## config.mk

```make
export PLATFORM = sky130hd
export DESIGN_NAME = ing_reasm
export DESIGN_NICKNAME = d
export VERILOG_FILES = /design/src/rtl/ing_reasm_pkg.sv /design/src/rtl/ing_core_hdr.sv /design/src/rtl/ing_lane.sv /design/src/rtl/ing_reasm.sv
export SDC_FILE = /design/constraint.sdc
export NUM_CORES = 2
export LEC_CHECK = 0
export BUFFER_PORTS_ARGS = -buffer_cell sky130_fd_sc_hd__buf_2
export CORE_ASPECT_RATIO = 1.1
export CORE_MARGIN = 2
export CORE_UTILIZATION = 57
export DETAILED_ROUTE_END_ITERATION = 8
export PLACE_DENSITY_LB_ADDON = 0.15
export SYNTH_ARGS = -nofsm -noshare
export SYNTH_HDL_FRONTEND = slang
export SYNTH_HIERARCHICAL = 1
export SYNTH_SLANG_ARGS = --single-unit
```

## constraint.sdc

```tcl
create_clock -name clk -period 5.17 [get_ports clk]
set_clock_uncertainty 0.05 [all_clocks]
set_input_delay 0.7755 -clock clk [delete_from_list [all_inputs] [get_ports clk]]
set_output_delay 0.7755 -clock clk [all_outputs]
set_load 0.01 [all_outputs]
```

## src/rtl/ing_reasm_pkg.sv

```systemverilog
package ing_reasm_pkg;

    localparam int          CORE_BYTES    = 4;
    localparam int          GFP_HDR_BYTES = 8;
    localparam logic [31:0] CORE_SCRAMBLE = 32'hB6AB_31E0;

    // one stored byte; 'term' marks that the frame before it was aborted
    typedef struct packed {
        logic       term;
        logic       eop;
        logic [7:0] data;
    } ent_t;

    typedef enum logic [1:0] {
        FILL_STARVE = 2'b00,
        FILL_HUNGRY = 2'b01,
        FILL_SATED  = 2'b10
    } fill_code_e;

    function automatic logic [15:0] crc16_ccitt0(input logic [15:0] v);
        logic [15:0] c;
        logic        fb;
        c = '0;
        for (int b = 15; b >= 0; b--) begin
            fb = c[15] ^ v[b];
            c  = {c[14:0], 1'b0};
            if (fb) c = c ^ 16'h1021;
        end
        return c;
    endfunction

    function automatic fill_code_e fill_code(input logic [15:0] f,
                                             input logic [15:0] lo,
                                             input logic [15:0] hi);
        if (f >= hi)      return FILL_SATED;
        else if (f >= lo) return FILL_HUNGRY;
        else              return FILL_STARVE;
    endfunction

endpackage

```

## src/rtl/ing_core_hdr.sv

```systemverilog
module ing_core_hdr
    import ing_reasm_pkg::*;
(
    input  logic [31:0] raw,
    output logic [15:0] pli,
    output logic        hec_ok
);
    logic [31:0] plain;

    always_comb begin
        plain  = raw ^ CORE_SCRAMBLE;
        pli    = plain[31:16];
        hec_ok = (crc16_ccitt0(plain[31:16]) == plain[15:0]);
    end
endmodule

```

## src/rtl/ing_lane.sv

```systemverilog
module ing_lane
    import ing_reasm_pkg::*;
#(
    parameter  int DEPTH = 64,
    localparam int AW    = $clog2(DEPTH)
) (
    input  logic          clk,
    input  logic          rst,
    input  logic          cfg_gfp,
    input  logic [AW:0]   cfg_cut_thr,
    input  logic [AW:0]   cfg_low_thr,
    input  logic [AW:0]   cfg_high_thr,
    input  logic          beat_en,
    input  logic          in_sop,
    input  logic          in_eop,
    input  logic [7:0]    in_data,
    input  logic          tx_ready,
    output logic          tx_valid,
    output logic [7:0]    tx_data,
    output logic          tx_sop,
    output logic          tx_eop,
    output logic          tx_err,
    output logic [1:0]    stat
);
    localparam logic [AW:0] ONE = (AW+1)'(1);

    ent_t        mem [DEPTH];
    logic [AW:0] wr, rd, fstart, done;
    logic        open, mid;
    logic [15:0] idx;
    logic [31:0] hdr;

    logic        wr_do;
    ent_t        wr_ent;
    logic [AW:0] wr_nxt, fst_nxt, avail;
    logic        open_nxt, frame_ok, has, term_cyc, fire, pop, dec;
    logic [1:0]  close;
    logic [15:0] idx_nxt, pli;
    logic [31:0] hdr_nxt;
    logic        hec_ok;
    ent_t        head;

    ing_core_hdr u_hdr (.raw(hdr), .pli(pli), .hec_ok(hec_ok));

    assign frame_ok = (idx >= 16'(GFP_HDR_BYTES)) && hec_ok && (pli == idx - 16'd3);

    // ---------------- write side: steer, strip, check, commit or rewind
    always_comb begin
        wr_do    = 1'b0;
        wr_ent   = '0;
        wr_nxt   = wr;
        fst_nxt  = fstart;
        open_nxt = open;
        close    = 2'd0;
        idx_nxt  = idx;
        hdr_nxt  = hdr;
        if (beat_en) begin
            if (cfg_gfp) begin
                if (in_sop) begin
                    wr_nxt   = open ? fstart : wr;
                    fst_nxt  = wr_nxt;
                    open_nxt = !in_eop;
                    idx_nxt  = 16'd1;
                    hdr_nxt  = {24'd0, in_data};
                end else if (open) begin
                    if (idx < 16'(CORE_BYTES)) begin
                        hdr_nxt = {hdr[23:0], in_data};
                    end else if (idx >= 16'(GFP_HDR_BYTES)) begin
                        wr_do  = 1'b1;
                        wr_ent = '{term: 1'b0, eop: in_eop, data: in_data};
                        wr_nxt = wr + ONE;
                    end
                    idx_nxt = (idx == 16'hFFFF) ? idx : idx + 16'd1;
                    if (in_eop) begin
                        open_nxt = 1'b0;
                        if (frame_ok) begin
                            close   = 2'd1;
                            fst_nxt = wr_nxt;
                        end else begin
                            wr_nxt  = fstart;
                        end
                    end
                end
            end else if (in_sop || open) begin
                wr_do    = 1'b1;
                wr_ent   = '{term: in_sop && open, eop: in_eop, data: in_data};
                wr_nxt   = wr + ONE;
                close    = {1'b0, in_sop && open} + {1'b0, in_eop};
                open_nxt = !in_eop;
            end
        end
    end

    // ---------------- read side: gate start, emit terminator, drain
    always_comb begin
        avail    = wr - rd;
        head     = mem[rd[AW-1:0]];
        has      = (avail != '0);
        term_cyc = mid && has && head.term;
        tx_valid = mid ? has
                       : (has && ((done != '0) || (!cfg_gfp && avail >= cfg_cut_thr)));
        tx_data  = term_cyc ? 8'h00 : head.data;
        tx_sop   = !mid;
        tx_eop   = term_cyc || head.eop;
        tx_err   = term_cyc;
        fire     = tx_valid && tx_ready;
        pop      = fire && !term_cyc;
        dec      = fire && tx_eop;
        stat     = fill_code(16'(avail), 16'(cfg_low_thr), 16'(cfg_high_thr));
    end

    always_ff @(posedge clk) begin
        if (wr_do) mem[wr[AW-1:0]] <= wr_ent;
    end

    always_ff @(posedge clk) begin
        if (rst) begin
            wr     <= '0;
            rd     <= '0;
            fstart <= '0;
            done   <= '0;
            open   <= 1'b0;
            mid    <= 1'b0;
            idx    <= '0;
            hdr    <= '0;
        end else begin
            wr     <= wr_nxt;
            fstart <= fst_nxt;
            open   <= open_nxt;
            idx    <= idx_nxt;
            hdr    <= hdr_nxt;
            if (pop)  rd  <= rd + ONE;
            if (fire) mid <= !tx_eop;
            done   <= done + (AW+1)'(close) - (AW+1)'(dec);
        end
    end
endmodule

```

## src/rtl/ing_reasm.sv

```systemverilog
module ing_reasm
    import ing_reasm_pkg::*;
#(
    parameter  int N_CH  = 4,
    parameter  int DEPTH = 64,
    localparam int AW    = $clog2(DEPTH),
    localparam int CW    = (N_CH > 1) ? $clog2(N_CH) : 1
) (
    input  logic              clk,
    input  logic              rst,
    input  logic              cfg_gfp,
    input  logic [AW:0]       cfg_cut_thr,
    input  logic [AW:0]       cfg_low_thr,
    input  logic [AW:0]       cfg_high_thr,
    input  logic              in_valid,
    input  logic [CW-1:0]     in_chan,
    input  logic              in_sop,
    input  logic              in_eop,
    input  logic [7:0]        in_data,
    input  logic [N_CH-1:0]   tx_ready,
    output logic [N_CH-1:0]   tx_valid,
    output logic [8*N_CH-1:0] tx_data,
    output logic [N_CH-1:0]   tx_sop,
    output logic [N_CH-1:0]   tx_eop,
    output logic [N_CH-1:0]   tx_err,
    output logic [2*N_CH-1:0] stat
);
    for (genvar g = 0; g < N_CH; g++) begin : g_lane
        logic sel;
        assign sel = in_valid && (in_chan == CW'(g));

        ing_lane #(.DEPTH(DEPTH)) u_lane (
            .clk          (clk),
            .rst          (rst),
            .cfg_gfp      (cfg_gfp),
            .cfg_cut_thr  (cfg_cut_thr),
            .cfg_low_thr  (cfg_low_thr),
            .cfg_high_thr (cfg_high_thr),
            .beat_en      (sel),
            .in_sop       (in_sop),
            .in_eop       (in_eop),
            .in_data      (in_data),
            .tx_ready     (tx_ready[g]),
            .tx_valid     (tx_valid[g]),
            .tx_data      (tx_data[8*g +: 8]),
            .tx_sop       (tx_sop[g]),
            .tx_eop       (tx_eop[g]),
            .tx_err       (tx_err[g]),
            .stat         (stat[2*g +: 2])
        );
    end
endmodule

```

Yosys cells after proc, flatten, opt, wreduce, memory -nomap -nowiden
Memories as Yosys holds them, arrays and structs flattened. A register that Yosys moved wholly into a read port is not among the register bits.
Index checks and enable logic that the tools add are counted.
{"block": "op_classes", "n_reduce_logical": 112, "eq_ne": 23, "order_cmp": 20, "mux": 269, "add_sub_neg": 32, "n_bitwise": 124}
{"operator": "two-way mux 13 bit", "n": 64}
{"operator": "two-way mux 32 bit", "n": 12}
{"operator": "two-way mux 7 bit", "n": 48}
{"operator": "two-way mux 10 bit", "n": 24}
{"operator": "two-way mux 16 bit", "n": 12}
{"operator": "NOT 3 bit", "n": 60}
{"operator": "== test 16 bit", "n": 8}
{"operator": "greater-or-equal comparator 7 bit", "n": 12}
{"operator": "two-way mux 1 bit", "n": 65}
{"operator": "adder 16 x 1 -> 16 bit, second input constant", "n": 4}
{"operator": "== test 16 bit, second input constant", "n": 4}
{"operator": "greater-or-equal comparator 16 x 4 -> 1 bit, second input constant", "n": 4}
{"operator": "< comparator 16 x 3 -> 1 bit, second input constant", "n": 4}
{"operator": "NOT 16 bit", "n": 4}
{"operator": "subtractor 16 x 2 -> 16 bit, second input constant", "n": 4}
{"operator": "adder 7 x 1 -> 7 bit, second input constant", "n": 8}
{"operator": "two-way mux 2 bit", "n": 28}
{"operator": "nonzero test 7 bit", "n": 8}
{"operator": "two-way mux 6 bit", "n": 8}
{"operator": "AND reduction 4 bit", "n": 12}
{"operator": "bitwise XOR 1 bit", "n": 48}
{"operator": "logical AND 1 bit", "n": 44}
{"operator": "two-way mux 9 bit", "n": 4}
{"operator": "two-way mux 8 bit", "n": 4}
{"operator": "other kinds (15)", "n": 87}
{"block": "totals", "ram_bits": 2560, "word_cells": 616, "in_bits": 41, "n_memories": 4, "out_inout_bits": 56, "regBits": 312}
{"memory": "g_lane[0].u_lane.mem", "words": 64, "width": 10, "read_ports": 1, "rd_clocked_by_memory_dff": 1, "wr": 1, "line": "ing_lane.sv:27", "rtl": "ent_t mem [DEPTH];"}
{"memory": "g_lane[1].u_lane.mem", "words": 64, "width": 10, "read_ports": 1, "rd_clocked_by_memory_dff": 1, "wr": 1, "line": "ing_lane.sv:27"}
{"memory": "g_lane[2].u_lane.mem", "words": 64, "width": 10, "read_ports": 1, "rd_clocked_by_memory_dff": 1, "wr": 1, "line": "ing_lane.sv:27"}
{"memory": "g_lane[3].u_lane.mem", "words": 64, "width": 10, "read_ports": 1, "rd_clocked_by_memory_dff": 1, "wr": 1, "line": "ing_lane.sv:27"}

Depth between registers and ports, before layout
{"block": "logic_depth", "word_depth": 43, "mapped_depth": 27, "ltp_nobuf": 26}

Modules after synthesis
The synthesis kept the hierarchy.
{"mod": "ing_lane at g_lane[1].u_lane", "area_each_um2": 30350.4, "n_inst": 1, "seq_area_each_um2": 20900.0, "cells_each": 1745}
{"mod": "ing_lane at g_lane[0].u_lane", "area_each_um2": 30264.0, "n_inst": 1, "seq_area_each_um2": 20900.0, "cells_each": 1736}
{"mod": "ing_lane at g_lane[3].u_lane", "area_each_um2": 30190.2, "n_inst": 1, "seq_area_each_um2": 20900.0, "cells_each": 1727}
{"mod": "ing_lane at g_lane[2].u_lane", "area_each_um2": 30137.7, "n_inst": 1, "seq_area_each_um2": 20900.0, "cells_each": 1721}
{"mod": "ing_core_hdr", "area_each_um2": 758.2, "n_inst": 4, "seq_area_each_um2": 0.0, "cells_each": 79}
{"mod": "ing_reasm", "area_each_um2": 37.5, "n_inst": 1, "seq_area_each_um2": 0.0, "cells_each": 4}

Worst setup path before layout
No wires, ideal clock.
{"block": "synth_path", "kind": "register -> register", "from": "reg g_lane[1].u_lane.wr[0]", "to": "reg g_lane[1].u_lane.done[6]", "stages_incl_launch_ff": 25, "arrival_time_ps": 4969, "required_ps": 5050, "period_less_slack_ps": 5089, "slack_ps": 81, "setup_time_ps": 70, "n_path_buf": 1, "cell_sequence": "dfxtp_1 -> clkbuf_1 -> inv_1 -> ha_1 -> inv_1 -> fa_1 -> a21o_1 -> a21oi_1 -> nor2_1 -> a311o_1 -> ha_1 -> a2111oi_0 -> a311oi_1 -> nand2_1 -> nor2_1 -> ha_1 -> inv_1 -> ha_1 -> fa_1 -> a21oi_1 -> o21bai_1 -> a21oi_1 -> nor2_1 -> or3_1 -> a21oi_1"}
{"block": "synth_between", "elab_chain_cells": 9, "word_cells_on_any_way": 13, "classes_between": "add/sub: 2; order compare: 1; mux: 1; reduce/logical: 9"}
{"element": "from (decl)", "line": "ing_lane.sv:28", "rtl": "logic [AW:0] wr, rd, fstart, done;"}
{"element": "from (signal assigned)", "line": "ing_lane.sv:127", "rtl": "wr <= wr_nxt;"}
{"element": "subtractor 7 bit (*)", "line": "ing_lane.sv:96", "rtl": "avail = wr - rd;"}
{"element": "greater-or-equal comparator 7 bit", "line": "ing_lane.sv:101", "rtl": ": (has && ((done != '0) || (!cfg_gfp && avail >= cfg_cut_thr)));"}
{"element": "logical AND 1 bit", "line": "ing_lane.sv:101"}
{"element": "logical OR 1 bit", "line": "ing_lane.sv:101"}
{"element": "logical AND 1 bit", "line": "ing_lane.sv:101"}
{"element": "two-way mux 1 bit", "line": "ing_lane.sv:100", "rtl": "tx_valid = mid ? has"}
{"element": "logical AND 1 bit", "line": "ing_lane.sv:106", "rtl": "fire = tx_valid && tx_ready;"}
{"element": "logical AND 1 bit (*)", "line": "ing_lane.sv:108", "rtl": "dec = fire && tx_eop;"}
{"element": "subtractor 7 x 1 -> 7 bit (*)", "line": "ing_lane.sv:134", "rtl": "done <= done + (AW+1)'(close) - (AW+1)'(dec);"}
{"element": "to (signal assigned)", "line": "ing_lane.sv:134"}
{"element": "to (decl)", "line": "ing_lane.sv:28"}
Every way passes the cells marked *; elsewhere a longest branch is shown, timed or not.
A chain may end at the register's enable or synchronous reset.

==> results.sh <==
export IMPL_regToRegEndpoint="g_lane[1].u_lane/done[6]"
export IMPL_wire_per_inst_um=27.18
export IMPL_power_sequential_fraction_pct=44.9
export IMPL_cp_start_kind="flip-flop"
export IMPL_critPathMaxFanout=24
export IMPL_yosys_area_share_adder_pct=1.824
export IMPL_final_net_count=7938
export IMPL_cell_with_the_most_instances_on_the_worst_path="mux4_2"
export IMPL_synth_mux_area_fraction_pct=15.51
export IMPL_run_status="completed"
export IMPL_drv_max_cap_violation_count=0
export IMPL_total_of_endpoints_with_negative_setup_slack_in_the_final_report=0
export IMPL_synth_top_area_share_pct=61.99
export IMPL_rsz_0062_raised_after_global_routing="true"
export IMPL_ys_dominant_reg_cell="edfxtp_1"
export IMPL_slowest_stage="mux4_2"
export IMPL_area_growth_syn_to_layout_pct=13.00
export IMPL_drt_wl_total_um=294400
export IMPL_combinational_family_with_the_most_area_after_synthesis="multiplexers"
export IMPL_power_internal_mw=42.62
export IMPL_p_comb_share_pct=18.4
export IMPL_via_per_inst=6.270
export IMPL_design_power_total_mw=56.94
export IMPL_number_of_iterations_in_the_first_detailed_routing_pass=8
export IMPL_final_max_slew_viol_count=0
export IMPL_worst_pin_slew_ns=1.316
export IMPL_h_tree_depth=5
export IMPL_final_hold_viol_count=0
export IMPL_io_buffer_count=96
export IMPL_final_critical_path_time_including_i_o_delays_and_setup_ns=4.995
export IMPL_globalRoute_totalOverflow=0
export IMPL_synthesized_area_fraction_occupied_by_and_or_nand_nor_cells_pct=6.179
export IMPL_yosys_top_cells_area="edfxtp_1, mux4_2, dfxtp_1, nor2_1, ha_1"
export IMPL_final_min_period_over_clock_period_pct=96.61
export IMPL_grt_first_pass_wirelength_um=438400
export IMPL_worst_hold_startpoint="tx_ready[1]"
export IMPL_cp_cell_sequence="buf_12 > buf_4 > buf_6 > mux4_2 > mux4_2 > mux4_2 > nor2b_1 > buf_2"
export IMPL_path_delay_family="multiplexers"
export IMPL_netSwitchingPower_mw=14.33
export IMPL_clock_power_share_pct=36.7
export IMPL_timing_setup_critical_path_class="reg2out"
export IMPL_postSynthAreaPerCell_um2=17.11
export IMPL_drcViolationCount=0
export IMPL_die_x_um=448.7
export IMPL_netlist_instances=7249
export IMPL_core_area_mm2=0.2164
export IMPL_yosys_area_share_xor_xnor_pct=3.128
export IMPL_number_of_cts_inserted_buffers=302
export IMPL_hp_class="in2reg"
export IMPL_grt_start_max_net_pins=139
export IMPL_antenna_found_initial=24
export IMPL_crit_reg2reg_launch="g_lane[1].u_lane/hdr[24]"
export IMPL_gpl_final_weighted_congestion=0.8829
export IMPL_place_detailed_hpwl_um=191100
export IMPL_pwr_density_cell_mw_per_mm2=406.3
export IMPL_timing_hold_worst_endpoint="g_lane[1].u_lane/mid"
export IMPL_dr_total_vias=67940
export IMPL_r2r_slack_ns=0.24
export IMPL_initial_cell_density_of_the_core_pct=57.32
export IMPL_path_clk_slew_ns=0.06
export IMPL_rr_worst_depth=23
export IMPL_seq_area_frac_synth_pct=67.41
export IMPL_switching_share_pct=25.16
export IMPL_whs_path_depth=3
export IMPL_synth_edf_count=2560
export IMPL_clock_tree_from_tritoncts="done"
export IMPL_drive_gt1_share_pct=26.03
export IMPL_worstSetupEndpointType="primary output"
export IMPL_drt_first_iter_violations=7752
export IMPL_netlist_area_mm2=0.1240
export IMPL_postCtsHoldBufs=0
export IMPL_design_portCount=97
export IMPL_insertion_delay_ns=0.94
export IMPL_synthDistinctLibCells=115
export IMPL_die_h_um=493.2
export IMPL_cts_num_sinks=2896
export IMPL_critical_path_max_stage_delay_ns=0.60
export IMPL_root_buffer="clkbuf_16"
export IMPL_fraction_of_synthesis_flops_using_an_asynchronous_set_or_reset_pin_pct=0
export IMPL_critical_path_required_ns=4.34
export IMPL_die_area_mm2=0.2213
export IMPL_p_leak_nw=44.22
export IMPL_fmax_mhz=200.2
export IMPL_irDropWorstVdd_uv=305.3
export IMPL_max_clock_path_buffers=4
export IMPL_syn_num_nets=7466
export IMPL_yosysTopAreaCell="edfxtp_1"
export IMPL_timing_critical_path_buf_inv=4
export IMPL_timing_critical_path_arrival_ns=4.17
export IMPL_grt_pass1_vias=67060
export IMPL_global_routing_usage_summed_across_all_routing_layers_pct=26.51
export IMPL_detail_route_antenna_nets=0
export IMPL_synth_warning_count=6
export IMPL_hold_ws_ns=0.2024
export IMPL_maxSlewHeadroom_pct=12.29
export IMPL_synth_ff_latch_count=2896
export IMPL_synth_compound_area_share_pct=3.662
export IMPL_floorplan_rows=179
-- repair_timing --
| item | CTS | global route |
|---|---|---|
| pin swaps | 0 | 57 |
| gates resized for setup | 10 | 102 |
| endpoints found under the setup margin | 18 | 25 |
| buffers inserted | 3 | 26 |
-- flip-flops by register name, summed over array words and instances, names as in the netlist, named ones only --
signal,flops
g_lane.u_lane/done,28
g_lane.u_lane/fstart,28
g_lane.u_lane/hdr,128
g_lane.u_lane/idx,64
g_lane.u_lane/mem,2560
g_lane.u_lane/mid,4
g_lane.u_lane/open,4
g_lane.u_lane/rd,28
g_lane.u_lane/wr,28
-- power by group through the flow --
stage	combinational, mW	sequential (mW)	clock (mW)
after global routing	11.3	25.6	22.1
after detailed placement	10.3	26.1	0
after global placement	10.2	26.1	0
final	10.5	25.6	20.9
after CTS	10.4	25.6	21.2
after floorplan	7.18	25.9	0
-- layer usage --
metal	share of wire (%)	track usage (%)	vias up
li1	-	-	29410
met1	40	37.69	35280
met2	49	43.15	2777
met3	7.8	4.250	473
met4	2.7	7.326	6
met5	0.014	0	-
-- worst max-delay path by stage --
stage | start | to | slack, ns | depth (start not counted)
2_1_floorplan | g_lane[1].u_lane/wr[0] | g_lane[1].u_lane/done[6] | 0.08 | 24
3_3_place_gp | g_lane[1].u_lane/wr[0] | g_lane[1].u_lane/done[6] | 0.05 | 23
3_5_place_dp | g_lane[1].u_lane/wr[0] | g_lane[1].u_lane/done[6] | -0.07 | 23
4_1_cts | g_lane[1].u_lane/wr[0] | tx_data[14] | 0.002 | 12
5_1_grt | g_lane[3].u_lane/hdr[27] | g_lane[3].u_lane/done[6] | -0.03 | 25
6_report | flip-flop | tx_data[5] | 0.18 | 8
-- layout by cell type (no fill, tap or decap), drive strengths merged, types with 14 or more instances in the layout --
cell,synthesis,final
nand4,37,37
a31oi,30,30
a22oi,40,40
xnor2,205,205
edfxtp,2560,2560
xor2,123,123
a21o,62,62
nor4,25,25
o21ai,85,85
clkinv,1,90
nand2b,28,28
nand3,86,86
nor3,81,81
xnor3,28,28
inv,232,238
a21oi,259,259
buf,180,596
clkbuf,248,387
and2,58,58
and4,14,14
or2,18,18
bufinv,0,24
nand3b,48,48
nor2b,71,71
and3,76,76
o22ai,20,20
nand2,280,280
a211oi,38,38
nor3b,41,41
or3,37,37
ha,168,168
o21a,16,16
mux2i,79,79
dfxtp,336,336
nor2,602,602
mux4,811,811
mux2,15,15
-- worst min-delay path: cells and delay by family --
family,cells,cell delay [ns]
buf+inv,1,0.18
simple gates,1,0.09
compound gates,1,0.06
-- cell usage after synthesis, types with 18 or more instances --
cell and number:
nand3_1 83, or2_2 18, and2_1 57, nor3b_1 40, or3_1 35, a22oi_1 39, mux2i_1 79, edfxtp_1 2560
ha_1 168, nor2b_1 71, buf_4 39, buf_1 56, inv_1 230, nor3_1 79, nor2_1 601, xor2_1 119
nand4_1 36, mux4_2 811, and3_1 71, o22ai_1 20, dfxtp_1 336, a21oi_1 259, a21o_1 62, nand3b_1 48
a211oi_1 38, xnor2_1 205, clkbuf_1 244, buf_2 69, nand2b_1 28, nand2_1 278, a31oi_1 30, o21ai_0 80
-- logic make-up (layout without fill, tap and decap cells) --
group,count (synthesis),count (layout)
compound gates,697,697
xor+xnor,368,368
fa+ha+maj,176,176
buf+inv,661,1344
flops,2896,2896
mux,905,905
other cells,0,7
simple gates,1546,1546
-- final cells by class --
class                      count  area [um2]
fill                       14900       76220
clock inverter               128        1239
clock buffer                 387        8152
inverter                     233       874.6
multi-input combinational   3692       37980
timing repair buffer         596        4554
antenna                        7       17.52
tap                         2896        3623
sequential                  2896       83690
-- stage by stage --
| stage | util (%) | cell area (um2) | setup WS (ns) | TNS [ns] | cells |
|---|---|---|---|---|---|
| finish | 64.77 | 140100 | 0.1753 | 0 | 10840 |
| detailed placement | 60.14 | 130100 | -0.07319 | -0.07319 | 10290 |
| floorplan | - | 124000 | 0.08067 | 0 | 7249 |
| global placement | 60.14 | 130100 | 0.05175 | 0 | 10290 |
| global route | 64.77 | 140100 | -0.03459 | -0.08817 | 10830 |
| CTS | 64.51 | 139600 | 0.001754 | 0 | 10800 |
(Power assumes the default switching activity.)
